[src/rtl/bgen_pkg.sv]
// Package: shared register offsets, mode codes and the auxiliary byte type
// for the counter-timer baud clock. Assumes 8-bit data and a channel stride
// of eight addresses.
package bgen_pkg;

    // Global register offsets (absolute addresses)
    localparam int unsigned OFS_AUX       = 4;
    localparam int unsigned OFS_PRESET_HI = 6;
    localparam int unsigned OFS_PRESET_LO = 7;
    localparam int unsigned OFS_START     = 14;

    // Per-channel clock-select offset within the channel window
    localparam int unsigned OFS_CLKSEL    = 1;
    localparam int unsigned CH_STRIDE     = 8;

    // Code in a clock-select nibble that routes the timer to that direction
    localparam logic [3:0]  SEL_TIMER     = 4'hD;

    // Auxiliary mode field value: timer driven by the input clock
    localparam logic [2:0]  AUX_MODE_TIMER = 3'd6;

    // Smallest preset the counter honours
    localparam int unsigned MIN_PRESET    = 2;

    // Upper half of the auxiliary byte that the block keeps
    typedef struct packed {
        logic       baud_set;
        logic [2:0] mode;
    } aux_t;

endpackage

[src/rtl/bgen_regs.sv]
// Module: register file of the counter-timer baud clock.
// Holds the preset (two byte lanes), the upper half of the auxiliary byte
// and one clock-select byte per channel. Assumes the preset is exactly twice
// the data width and that addresses decode without wait states.
module bgen_regs
    import bgen_pkg::*;
#(
    parameter int unsigned NUM_CH = 2,
    parameter int unsigned ADDR_W = 4,
    parameter int unsigned DATA_W = 8,
    localparam int unsigned CNT_W = 2 * DATA_W
) (
    input  logic                  clk,
    input  logic                  rst_n,
    input  logic                  wr_en,
    input  logic [ADDR_W-1:0]     addr,
    input  logic [DATA_W-1:0]     wdata,
    output logic [CNT_W-1:0]      preset,
    output aux_t                  aux,
    output logic [NUM_CH*4-1:0]   rx_sel,
    output logic [NUM_CH*4-1:0]   tx_sel
);

    localparam logic [ADDR_W-1:0] A_AUX = ADDR_W'(OFS_AUX);
    localparam logic [ADDR_W-1:0] A_PHI = ADDR_W'(OFS_PRESET_HI);
    localparam logic [ADDR_W-1:0] A_PLO = ADDR_W'(OFS_PRESET_LO);

    logic wr_aux;
    logic wr_phi;
    logic wr_plo;

    // Decode the global write targets
    always_comb begin
        wr_aux = wr_en && (addr == A_AUX);
        wr_phi = wr_en && (addr == A_PHI);
        wr_plo = wr_en && (addr == A_PLO);
    end

    // Preset byte lanes
    always_ff @(posedge clk) begin
        if (!rst_n) begin
            preset <= '0;
        end else begin
            if (wr_phi) begin
                preset[CNT_W-1:DATA_W] <= wdata;
            end
            if (wr_plo) begin
                preset[DATA_W-1:0] <= wdata;
            end
        end
    end

    // Baud-set bit and mode field of the auxiliary byte
    always_ff @(posedge clk) begin
        if (!rst_n) begin
            aux <= '0;
        end else if (wr_aux) begin
            aux <= aux_t'(wdata[DATA_W-1:DATA_W-4]);
        end
    end

    // One clock-select register per channel
    for (genvar c = 0; c < NUM_CH; c++) begin : g_clksel
        localparam logic [ADDR_W-1:0] A_SEL = ADDR_W'(c * CH_STRIDE + OFS_CLKSEL);

        logic [3:0] rx_q;
        logic [3:0] tx_q;

        // Capture both codes of this channel's select byte
        always_ff @(posedge clk) begin
            if (!rst_n) begin
                rx_q <= '0;
                tx_q <= '0;
            end else if (wr_en && (addr == A_SEL)) begin
                rx_q <= wdata[7:4];
                tx_q <= wdata[3:0];
            end
        end

        assign rx_sel[c*4 +: 4] = rx_q;
        assign tx_sel[c*4 +: 4] = tx_q;
    end

endmodule

[src/rtl/bgen_timer.sv]
// Module: reloading down-counter with a toggling output.
// Loads the effective preset on start, counts down while enabled, and on
// reaching one reloads and flips the wave, giving a period of twice the
// preset. Assumes start has priority over counting.
module bgen_timer
    import bgen_pkg::*;
#(
    parameter int unsigned CNT_W = 16
) (
    input  logic             clk,
    input  logic             rst_n,
    input  logic             start,
    input  logic             enable,
    input  logic [CNT_W-1:0] preset,
    output logic             wave,
    output logic             tick,
    output logic             running
);

    localparam logic [CNT_W-1:0] MIN_P = CNT_W'(MIN_PRESET);
    localparam logic [CNT_W-1:0] ONE   = CNT_W'(1);

    logic [CNT_W-1:0] load_val;
    logic [CNT_W-1:0] cnt_q;
    logic             expire;

    // Clamp presets below the minimum
    always_comb begin
        load_val = (preset < MIN_P) ? MIN_P : preset;
    end

    // Terminal count reached this cycle
    always_comb begin
        expire = running && enable && (cnt_q <= ONE);
    end

    // Counter, run flag, wave and rising-edge tick
    always_ff @(posedge clk) begin
        if (!rst_n) begin
            cnt_q   <= '0;
            running <= 1'b0;
            wave    <= 1'b0;
            tick    <= 1'b0;
        end else begin
            tick <= 1'b0;
            if (start) begin
                cnt_q   <= load_val;
                running <= 1'b1;
                wave    <= 1'b0;
            end else if (expire) begin
                cnt_q <= load_val;
                wave  <= ~wave;
                tick  <= ~wave;
            end else if (running && enable) begin
                cnt_q <= cnt_q - ONE;
            end
        end
    end

endmodule

[src/rtl/bgen_route.sv]
// Module: per-channel routing of the timer tick.
// Each direction of each channel receives the tick only when its select code
// names timer mode. Purely combinational.
module bgen_route
    import bgen_pkg::*;
#(
    parameter int unsigned NUM_CH = 2
) (
    input  logic                tick,
    input  logic                timer_ok,
    input  logic [NUM_CH*4-1:0] rx_sel,
    input  logic [NUM_CH*4-1:0] tx_sel,
    output logic [NUM_CH-1:0]   rx_en,
    output logic [NUM_CH-1:0]   tx_en
);

    for (genvar c = 0; c < NUM_CH; c++) begin : g_ch
        // Gate the tick into this channel's receive and transmit enables
        always_comb begin
            rx_en[c] = tick && timer_ok && (rx_sel[c*4 +: 4] == SEL_TIMER);
            tx_en[c] = tick && timer_ok && (tx_sel[c*4 +: 4] == SEL_TIMER);
        end
    end

endmodule

[src/rtl/bgen_ctimer.sv]
// Module: counter-timer baud clock, top level.
// Decodes the start-read strobe, holds the registers, runs the divider and
// routes its tick to the channels. Assumes single-cycle strobes from a
// synchronous bus in the same clock domain.
module bgen_ctimer
    import bgen_pkg::*;
#(
    parameter int unsigned NUM_CH = 2,
    parameter int unsigned ADDR_W = 4,
    parameter int unsigned DATA_W = 8
) (
    input  logic                clk,
    input  logic                rst_n,
    input  logic                wr_en,
    input  logic                rd_en,
    input  logic [ADDR_W-1:0]   addr,
    input  logic [DATA_W-1:0]   wdata,
    output logic                timer_wave,
    output logic                tick16,
    output logic [NUM_CH-1:0]   rx_en,
    output logic [NUM_CH-1:0]   tx_en,
    output logic [NUM_CH*4-1:0] rx_sel,
    output logic [NUM_CH*4-1:0] tx_sel,
    output logic                baud_set
);

    localparam int unsigned CNT_W = 2 * DATA_W;
    localparam logic [ADDR_W-1:0] A_START = ADDR_W'(OFS_START);

    logic [CNT_W-1:0] preset;
    aux_t             aux;
    logic             start_cmd;
    logic             aux_timer_mode;
    logic             timer_run;

    // Start command: a read of the start address
    always_comb begin
        start_cmd = rd_en && (addr == A_START);
    end

    // Timer mode selected in the auxiliary byte
    always_comb begin
        aux_timer_mode = (aux.mode == AUX_MODE_TIMER);
    end

    assign baud_set = aux.baud_set;

    bgen_regs #(
        .NUM_CH (NUM_CH),
        .ADDR_W (ADDR_W),
        .DATA_W (DATA_W)
    ) u_regs (
        .clk    (clk),
        .rst_n  (rst_n),
        .wr_en  (wr_en),
        .addr   (addr),
        .wdata  (wdata),
        .preset (preset),
        .aux    (aux),
        .rx_sel (rx_sel),
        .tx_sel (tx_sel)
    );

    bgen_timer #(
        .CNT_W (CNT_W)
    ) u_timer (
        .clk     (clk),
        .rst_n   (rst_n),
        .start   (start_cmd),
        .enable  (aux_timer_mode),
        .preset  (preset),
        .wave    (timer_wave),
        .tick    (tick16),
        .running (timer_run)
    );

    bgen_route #(
        .NUM_CH (NUM_CH)
    ) u_route (
        .tick     (tick16),
        .timer_ok (timer_run),
        .rx_sel   (rx_sel),
        .tx_sel   (tx_sel),
        .rx_en    (rx_en),
        .tx_en    (tx_en)
    );

endmodule

[config.mk]
export PLATFORM = sky130hd
export DESIGN_NAME = bgen_ctimer
export DESIGN_NICKNAME = d
export VERILOG_FILES = /design/src/rtl/bgen_pkg.sv /design/src/rtl/bgen_regs.sv /design/src/rtl/bgen_timer.sv /design/src/rtl/bgen_route.sv /design/src/rtl/bgen_ctimer.sv
export SDC_FILE = /design/constraint.sdc
export NUM_CORES = 1
export LEC_CHECK = 0
export BUFFER_PORTS_ARGS = -buffer_cell sky130_fd_sc_hd__buf_4
export CORE_MARGIN = 4
export CORE_UTILIZATION = 35
export DETAILED_ROUTE_END_ITERATION = 8
export GPL_TIMING_DRIVEN = 0
export PLACE_DENSITY = 0.5
export SETUP_SLACK_MARGIN = 0.4
export SYNTH_ARGS = -nofsm -noshare
export SYNTH_HDL_FRONTEND = slang
export SYNTH_HIERARCHICAL = 1
export SYNTH_SLANG_ARGS = --single-unit
[constraint.sdc]
create_clock -name clk -period 6 [get_ports clk]
set_clock_uncertainty 0.05 [all_clocks]
set_input_delay 0.6 -clock clk [delete_from_list [all_inputs] [get_ports clk]]
set_output_delay 0.6 -clock clk [all_outputs]
set_load 0.03 [all_outputs]
==> results.md, run 1 <==
* Io pins at 39
* Tot GR Track Use at 15.96%
* Htree depth at 2
* Placed Area at 3020 sq um
* Crit path arrival time at 2.48 ns
* P_sw at 178.8 uW
* Cts-stage hold buffer count at 0
* Pin count of the biggest net entering global routing at 19
* Crit start category: register
* RR Endpoint: u_timer/cnt_q[14]
* Routed WL at 6674 um
* Placeable Area at 7253 sq um
* Via count at 2,167
* Wirelength per Cell at 15.56 um
* Fin util at 42.90%
* Crit-path cells: inv_1 -> ha_1 -> nor3b_1 -> nand3_1 -> nor4_1 -> nor3_1 -> a311oi_1
* Clock power frac at 32.3%
* Die Area at 8907 sq um
* Synth cell types at 57
* Max-Cap Viols at 0
* CP max stage cell: nor3b_1
* PwrDens at 212.8 nW/um^2
* Clock Pin Slew Worst Setup and Hold Paths at 0.11 ns
* RSZ-0062 raised after global routing: false
* Placer congestion estimate at 0.7620
* Worst hold path class: reg -> reg
* Seq/Total Area, Yosys at 42.17%
* Total CTS buffers at 5
* Die Wd at 94.38 um
* Reg-to-reg slack, setup at 3.69 ns
* First-pass GRT wire length at 11,230 um
* First drt pass iteration count at 4
* Leak at 1.306 nW
* Mean Syn Cell Area at 9.195 sq um
* Routed vias/inst at 5.051
* Worst-skew pair later-pin latency at 0.31 ns
* Total placed cells including tap cells at 421
* Crit path max fanout at 6
* R2r startpoint: u_timer/cnt_q[0]
* Max Fclk at 432.6 MHz
* Setup WS pre-CTS at 3.533 ns
* CTS tree: done
* Multi-input gate area at 1409 sq um
* Clock sinks at 55
* Cell area after synthesis at 2611 sq um
* Non-filler cells, final at 429
* Power Internal at 483.5 uW
* Slew headroom at 54.26%
* Min-Delay Endpoint: u_regs/aux[2]
* Critical path endpoint category: register
* # resized after CTS at 0
* Hold Slack at 0.4189 ns
* Most frequent cells in the layout: 58 x nand2_1, 55 x dfxtp_1, 39 x buf_4, 36 x mux2i_1, 17 x nor2_1
* WS Path Type: reg -> reg
* Final setup violation count at 0
* Die Y at 94.38 um
* Area grow syn2layout at 19.17%
* Minimum clock period at 2.312 ns
* FF+latch area at 1101 sq um
* CP max stage delay at 0.59 ns
* Post-route DRC violation count at 0
* Cells after Synth at 284
* Ys flop type: dfxtp_1
* Share of cells above drive strength 1 at 20.61%
* Hold Path Stages at 2
* FP Rows at 31
* Clock Path Buffers at 2
* Post-Syn Nets at 302
* Fill count at 743
* R2R cell count at 7
* Slew Limit Fails at 0
* Combinational Power Share at 10.7%
* Port bufs at 38
* Fin crit share at 38.53%
* Post-layout instance area at 3112 sq um
* Switching portion of total power at 27.00%
* Post-CTS Setup Bufs at 0
* Initial antenna violation count at 0
* Grt total ovfl at 0
* ANT cells at 0
* Initial core utilization at 36.00%
* Post-synth EDFFs at 0
* Setup TNS at 0 ns
* Ys async rst share at 0%
* Ys Warns at 6
* Final Hold Fails at 0
* Commonest non-fill, non-tap cell in the layout: nand2_1
* Sequential power share at 57.0%
* Final Worst Setup Slack at 3.688 ns
* Min-delay src: u_regs/aux[2]
* Clock root buffer: clkbuf_8
* Status: finished clean
* Post-route ant nets at 0
* # nets final at 347
* Least-Margin Pin Slew at 0.6846 ns
* Power, Total at 662.3 uW
* #FFs+latches synth at 55
* Hpwl dp at 4938 um
* Max VDD drop at 0.09295 mV
* Number of global-route vias before repair at 2,228
* Starting DRT DRC Count at 50
* Required time of the worst setup path at 6.17 ns
-- layer usage --
layer / GRT usage (%) / wire, um / vias to the layer above
met5: 0 / 0 / -
met4: 3.971 / 46 / 0
met3: 3.187 / 220 / 4
met2: 25.95 / 3019 / 38
met1: 21.72 / 3387 / 1008
li1: - / - / 1117
-- power by group through the flow --
stage | Combinational (mW) | Sequential [mW] | Clock [mW]
floorplan | 0.0435 | 0.387 | 0
global route | 0.0785 | 0.379 | 0.235
finish | 0.0708 | 0.378 | 0.214
detailed placement | 0.0712 | 0.386 | 0
CTS | 0.0716 | 0.378 | 0.224
global placement | 0.0715 | 0.386 | 0
-- worst max path at each step --
stage	from	end	slack [ns]	cells after the start
floorplan	addr[2]	u_timer/cnt_q[13]	4.03	7
global placement	addr[3]	u_timer/cnt_q[14]	3.53	8
global route	u_timer/cnt_q[1]	u_timer/cnt_q[14]	3.50	7
CTS	u_timer/cnt_q[0]	u_timer/cnt_q[14]	3.70	7
detailed placement	addr[3]	u_timer/cnt_q[13]	3.53	8
finish	u_timer/cnt_q[0]	u_timer/cnt_q[14]	3.69	7
-- logic make-up after synthesis --
family | Yosys count | synth area share [%]
compound gates | 39 | 11.07
xor+xnor | 5 | 1.677
flops | 55 | 42.17
buf+inv | 18 | 3.881
fa+ha+maj | 2 | 0.9582
simple gates | 129 | 26.45
mux | 36 | 13.80
-- worst max-delay path, delay by kind of cell (launching register included) --
| kind | cells | cell delay (ns) |
|---|---|---|
| AO/OA/AOI/OAI | 1 | 0.24 |
| adder cells (fa/ha/maj) | 1 | 0.18 |
| buffers and inverters | 1 | 0.09 |
| flip-flops | 1 | 0.37 |
| AND/OR/NAND/NOR | 4 | 1.29 |
-- final cells by class --
cell class / count / area share, %
Multi-Input combinational cell: 211 / 45.28
Sequential cell: 55 / 35.38
Timing Repair Buffer: 38 / 9.168
Tap cell: 99 / 3.981
Buffer: 12 / 2.533
Clock buffer: 5 / 2.212
Clock inverter: 3 / 0.7238
Inverter: 6 / 0.7238
-- cell usage after synthesis, types with 2 or more instances --
| cell type | instances | area (sq um) |
|---|---|---|
| a211oi_1 | 3 | 22.52 |
| a21o_1 | 3 | 22.52 |
| a21oi_1 | 9 | 45.04 |
| a31oi_1 | 3 | 18.77 |
| and2_1 | 2 | 12.51 |
| buf_2 | 3 | 15.01 |
| buf_6 | 2 | 22.52 |
| clkbuf_1 | 5 | 18.77 |
| dfxtp_1 | 55 | 1101 |
| ha_1 | 2 | 25.02 |
| inv_1 | 5 | 18.77 |
| mux2i_1 | 36 | 360.4 |
| nand2_1 | 58 | 217.7 |
| nand3_1 | 7 | 35.03 |
| nand4_1 | 4 | 25.02 |
| nand4b_1 | 4 | 35.03 |
| nor2_1 | 17 | 63.81 |
| nor3_1 | 5 | 25.02 |
| nor3_2 | 2 | 20.02 |
| nor3b_1 | 2 | 15.01 |
| nor4_1 | 8 | 50.05 |
| nor4_2 | 2 | 25.02 |
| o21a_1 | 2 | 15.01 |
| o21ai_0 | 3 | 15.01 |
| o311ai_0 | 3 | 26.28 |
| or4_1 | 5 | 37.54 |
| xor2_1 | 4 | 35.03 |
-- flip-flops by register name (all words and copies together), names as in the netlist --
name,count
u_timer/tick,1
u_timer/running,1
u_regs/preset,16
u_regs/g_clksel.tx_q,8
u_timer/wave,1
u_timer/cnt_q,16
u_regs/aux,4
u_regs/g_clksel.rx_q,8
Note: power is estimated with default switching activity, not from simulation.
==> run 2: changes to the inputs <==
--- a/config.mk
+++ b/config.mk
@@ -10,7 +10,7 @@
 export CORE_UTILIZATION = 35
 export DETAILED_ROUTE_END_ITERATION = 8
 export GPL_TIMING_DRIVEN = 0
-export PLACE_DENSITY = 0.5
+export PLACE_DENSITY = 0.52
 export SETUP_SLACK_MARGIN = 0.4
 export SYNTH_ARGS = -nofsm -noshare
 export SYNTH_HDL_FRONTEND = slang
==> constraint.sdc (replaced) <==
create_clock -name clk -period 2.1 [get_ports clk]
set_clock_uncertainty 0.05 [all_clocks]
set_input_delay 0.21 -clock clk [delete_from_list [all_inputs] [get_ports clk]]
set_output_delay 0.21 -clock clk [all_outputs]
set_load 0.03 [all_outputs]
==> run 2 against run 1 <==
Against the previous run:
- via count increased by 4.9%
- global-route usage increased by 0.79 points
- sequential share of layout area is 2.5 points lower
- critical path depth shrank 1
- sequential power increased to 2.9 times the previous value
- critical endpoint is now u_timer/cnt_q[15]
- critical path type unchanged
- combinational power increased to 3.5 times the previous value
==> results.md, run 2 (synthesized netlist as in run 1, its figures left out) <==
* Fin util at 46.66%
* Clock Pin Slew Worst Setup and Hold Paths at 0.11 ns
* Number of global-route vias before repair at 2,310
* Clock Path Buffers at 2
* Die Y at 94.38 um
* Crit start category: register
* ANT cells at 0
* Worst-skew pair later-pin latency at 0.31 ns
* Non-filler cells, final at 442
* Routed WL at 7020 um
* Placed Area at 3048 sq um
* Metal2 WL at 3253 um
* Clock sinks at 55
* Starting DRT DRC Count at 56
* Least-Margin Pin Slew at 0.6470 ns
* Family with the most delay on the worst path: simple AND/OR/NAND/NOR gates
* Crit path max fanout at 3
* Port bufs at 38
* Share of cells above drive strength 1 at 30.90%
* Max-Cap Viols at 0
* Slew Limit Fails at 0
* Power, Total at 1.933 mW
* Hold Slack at 0.1904 ns
* Top Registers: u_regs/preset x16, u_timer/cnt_q x16
* Post-route ant nets at 0
* Initial antenna violation count at 0
* Most frequent cells in the layout: 54 x nand2_1, 51 x dfxtp_1, 50 x buf_4, 36 x mux2i_1, 14 x nor2_1
* First-pass GRT wire length at 11,670 um
* Post-route DRC violation count at 0
* Area grow syn2layout at 29.61%
* RSZ-0062 raised after global routing: true
* Final Hold Fails at 0
* Die Wd at 94.38 um
* Tot GR Track Use at 16.75%
* Htree depth at 2
* Die Area at 8907 sq um
* CP max stage cell: or4_4
* Via count at 2,273
* Max Fclk at 506.9 MHz
* Initial core utilization at 36.00%
* CP max stage delay at 0.58 ns
* Slew headroom at 56.71%
* Hpwl dp at 4999 um
* Top sig layer: met4
* First drt pass iteration count at 4
* Total placed cells including tap cells at 421
* Leak at 1.430 nW
* Crit path arrival time at 2.13 ns
* Met3 WL post-DR at 289 um
* Buf/Inv on CP at 1
* Minimum clock period at 1.973 ns
* Reg-to-reg slack, setup at 0.13 ns
* WS Path Type: reg -> reg
* Placeable Area at 7253 sq um
* Clock root buffer: clkbuf_8
* FP Rows at 31
* Routed vias/inst at 5.143
* Commonest non-fill, non-tap cell in the layout: nand2_1
* Fin crit share at 93.95%
* Status: finished clean
* Placer congestion estimate at 0.7772
* Max VDD drop at 0.2576 mV
* Crit-path cells: or4_4 -> buf_6 -> or4_1 -> nor2_2 -> and4_1 -> a211oi_2
* CTS tree: done
* Io pins at 39
* Grt total ovfl at 0
* Cts-stage hold buffer count at 0
* Wirelength per Cell at 15.88 um
* Pin count of the biggest net entering global routing at 18
* Critical path endpoint category: register
* Post-layout instance area at 3385 sq um
* PwrDens at 571.3 nW/um^2
* Total CTS buffers at 5
* Final setup violation count at 0
* Required time of the worst setup path at 2.25 ns
* # nets final at 361
* Worst hold path class: in -> reg
* Met1 WL at 3282 um
==> run 2: timing repair <==
| item | 4_1_cts | 5_1_grt |
|---|---|---|
| setup buffers | 7 | 5 |
| cloned | 1 | 1 |
| setup endpoints to repair | 18 | 18 |
| resized for setup | 14 | 21 |
| endpoints found under the hold margin | 0 | 0 |
| pin swaps | 6 | 11 |
==> run 2: final timing paths <==
| path | startpoint | to | depth (start not counted) |
|---|---|---|---|
| min reg2reg | u_regs/aux[3] | u_regs/aux[3] | 2 |
| max reg2reg | u_timer/cnt_q[11] | u_timer/cnt_q[15] | 6 |
| max | u_timer/cnt_q[11] | u_timer/cnt_q[15] | 6 |
| min | wdata[3] | u_regs/preset[3] | 3 |
==> run 2: final cells by class <==
class                      count  area [sq um]
timing repair buffer          52         415.4
multi-input combinational    211          1536
tap                           99         123.9
buffer                        12         86.33
sequential                    55          1114
clock inverter                 2         17.52
fill                         720          3869
clock buffer                   5         68.82
inverter                       6         22.52
==> run 2: worst reg2reg max path: stages, from the launching register on <==
cell and delay (ns):
dfxtp_2 0.34, or4_4 0.58, buf_6 0.15, or4_1 0.41, nor2_2 0.11, and4_1 0.19
a211oi_2 0.04
==> run 2: layer usage <==
layer / track usage, % / up-vias
met5: 0 / -
met4: 6.258 / 0
met3: 3.586 / 21
met2: 26.89 / 70
met1: 22.08 / 1034
li1: - / 1148
==> run 2: power by group <==
part / switching, mW / internal, mW
logic: 0.138 / 0.110
clock network: 0.372 / 0.236
registers: 0.0206 / 1.06
==> run 2: through the flow <==
stage / worst slack, ns / TNS, ns
floorplan: 0.3103 / 0
global placement: -0.04593 / -0.05187
detailed placement: -0.05211 / -0.05211
CTS: 0.08667 / 0
global route: 0.05348 / 0
finish: 0.1271 / 0
==> run 3: changes to the inputs <==
--- a/config.mk
+++ b/config.mk
@@ -5,7 +5,7 @@
 export SDC_FILE = /design/constraint.sdc
 export NUM_CORES = 1
 export LEC_CHECK = 0
-export BUFFER_PORTS_ARGS = -buffer_cell sky130_fd_sc_hd__buf_4
+export BUFFER_PORTS_ARGS = -buffer_cell sky130_fd_sc_hd__buf_2
 export CORE_MARGIN = 4
 export CORE_UTILIZATION = 35
 export DETAILED_ROUTE_END_ITERATION = 8
==> run 3 against run 2 <==
Against the previous run:
- critical path depth increased by 1
- final cell count grew 1.1%
- register-to-register slack worse by 0.02 ns
- clock power is 1% higher
- sequential share of layout area is 0.53 points higher
- first-iteration DRC count is 1.8% lower
- routed wire length about the same
- non-clock buffer count increased by 4
- critical endpoint is now u_timer/cnt_q[6]
- largest cell class unchanged
==> results.md, run 3 (synthesized netlist as in run 1, its figures left out) <==
* Via count at 2,277
* Fin util at 45.97%
* Tot GR Track Use at 16.76%
* Port bufs at 38
* Htree depth at 2
* Placeable Area at 7253 sq um
* Reg-to-reg slack, setup at 0.11 ns
* Die Y at 94.38 um
* Area grow syn2layout at 27.70%
* Die Wd at 94.38 um
* Wirelength per Cell at 15.70 um
* Post-layout instance area at 3334 sq um
* Clock root buffer: clkbuf_8
* Routed vias/inst at 5.094
* Worst hold path class: in -> reg
* Crit path max fanout at 8
* Number of global-route vias before repair at 2,300
* Final Hold Fails at 0
* Clock Path Buffers at 2
* Setup WS pre-CTS at -0.02342 ns
* Clock Pin Slew Worst Setup and Hold Paths at 0.11 ns
* # nets final at 365
* Buf/Inv on CP at 2
* CP Depth at 7
* Pin count of the biggest net entering global routing at 19
* Family with the most delay on the worst path: simple AND/OR/NAND/NOR gates
* Critical path endpoint category: register
* Initial antenna violation count at 0
* Placed Area at 2953 sq um
* Worst-skew pair later-pin latency at 0.31 ns
* R2R cell count at 7
* Slew headroom at 57.04%
* First-pass GRT wire length at 11,680 um
* ANT cells at 0
* Slew Limit Fails at 0
* Post-route ant nets at 0
* Crit path arrival time at 2.16 ns
* CP max stage cell: or4_4
* Final setup violation count at 0
* CTS tree: done
* CP max stage delay at 0.58 ns
* First drt pass iteration count at 4
* Top Registers: u_regs/preset x16, u_timer/cnt_q x16
* Hold Slack at 0.1880 ns
* Setup TNS at 0 ns
* Max Fclk at 501.7 MHz
* Starting DRT DRC Count at 55
* Status: finished clean
* Hold Path Stages at 3
* Crit-path cells: or4_4 -> nor4_4 -> buf_4 -> a21o_4 -> buf_8 -> nor3_2 -> nor4_2
* Post-route DRC violation count at 0
* Grt total ovfl at 0
* Hpwl dp at 4956 um
* Minimum clock period at 1.993 ns
* RSZ-0062 raised after global routing: true
* Fin crit share at 94.91%
* Final Worst Setup Slack at 0.1068 ns
* Most frequent cells in the layout: 57 x nand2_1, 48 x dfxtp_1, 40 x buf_2, 36 x mux2i_1, 16 x buf_4
* Required time of the worst setup path at 2.27 ns
* Least-Margin Pin Slew at 0.6421 ns
* FP Rows at 31
* Initial core utilization at 36.00%
* Max-Cap Viols at 0
* Leak at 1.435 nW
* Routed WL at 7018 um
* Max VDD drop at 0.3065 mV
* PwrDens at 581.6 nW/um^2
* Die Area at 8907 sq um
* Commonest non-fill, non-tap cell in the layout: nand2_1
* Share of cells above drive strength 1 at 33.05%
* Placer congestion estimate at 0.8166
* WS Path Type: reg -> reg
* Io pins at 39
* Total CTS buffers at 5
* Clock sinks at 55
* Crit start category: register
==> run 3: changes by cell type in the layout (fill, tap and decap cells not counted), sizes merged <==
cell	delta
inv	+1
buf	+4
==> run 3: tightest hold or removal path: stages <==
cell	delay [ns]
buf_2	0.10
nand2_1	0.12
mux2i_1	0.09
==> run 3: power by group <==
group / total [mW] / internal, mW / switching [mW]
logic: 0.243 / 0.103 / 0.139
clock network: 0.617 / 0.243 / 0.374
registers: 1.08 / 1.06 / 0.0209
==> run 3: final cells by class <==
type	count	area, sq um
buffer	12	88.84
clock buffer	5	68.82
clock inverter	3	22.52
fill	715	3919
inverter	6	25.02
multi-input combinational	211	1538
sequential	55	1115
tap	99	123.9
timing repair buffer	56	352.8
==> run 3: timing repair <==
| action | 4_1_cts | 5_1_grt |
|---|---|---|
| gates cloned | 2 | 0 |
| endpoints found under the setup margin | 18 | 18 |
| gates resized for setup | 24 | 13 |
| endpoints found under the hold margin | 0 | 0 |
| pin swaps | 8 | 7 |
| buffers inserted | 9 | 7 |
| hold buffers | 0 | 0 |
==> run 3: layer usage <==
layer	up-vias	share of wire (%)	wire length, um	track usage (%)
met5	-	0	0	0
met4	0	0.73	51	4.573
met3	4	3.5	243	2.869
met2	45	48	3374	27.90
met1	1077	48	3348	22.43
li1	1151	-	-	-
==> run 3: final timing paths <==
| check | from | end |
|---|---|---|
| setup reg to reg | u_timer/cnt_q[9] | u_timer/cnt_q[6] |
| hold / removal | wdata[3] | u_regs/g_clksel[1].tx_q[3] |
| setup / recovery | u_timer/cnt_q[9] | u_timer/cnt_q[6] |
| hold reg to reg | u_timer/wave | u_timer/tick |
==> run 3: stage by stage <==
| step | instances | power, mW |
|---|---|---|
| 2_1_floorplan | 284 | 1.233 |
| 3_3_place_gp | 421 | 1.298 |
| 3_5_place_dp | 421 | 1.299 |
| 4_1_cts | 440 | 1.947 |
| 5_1_grt | 447 | 2.029 |
| 6_report | 447 | 1.939 |
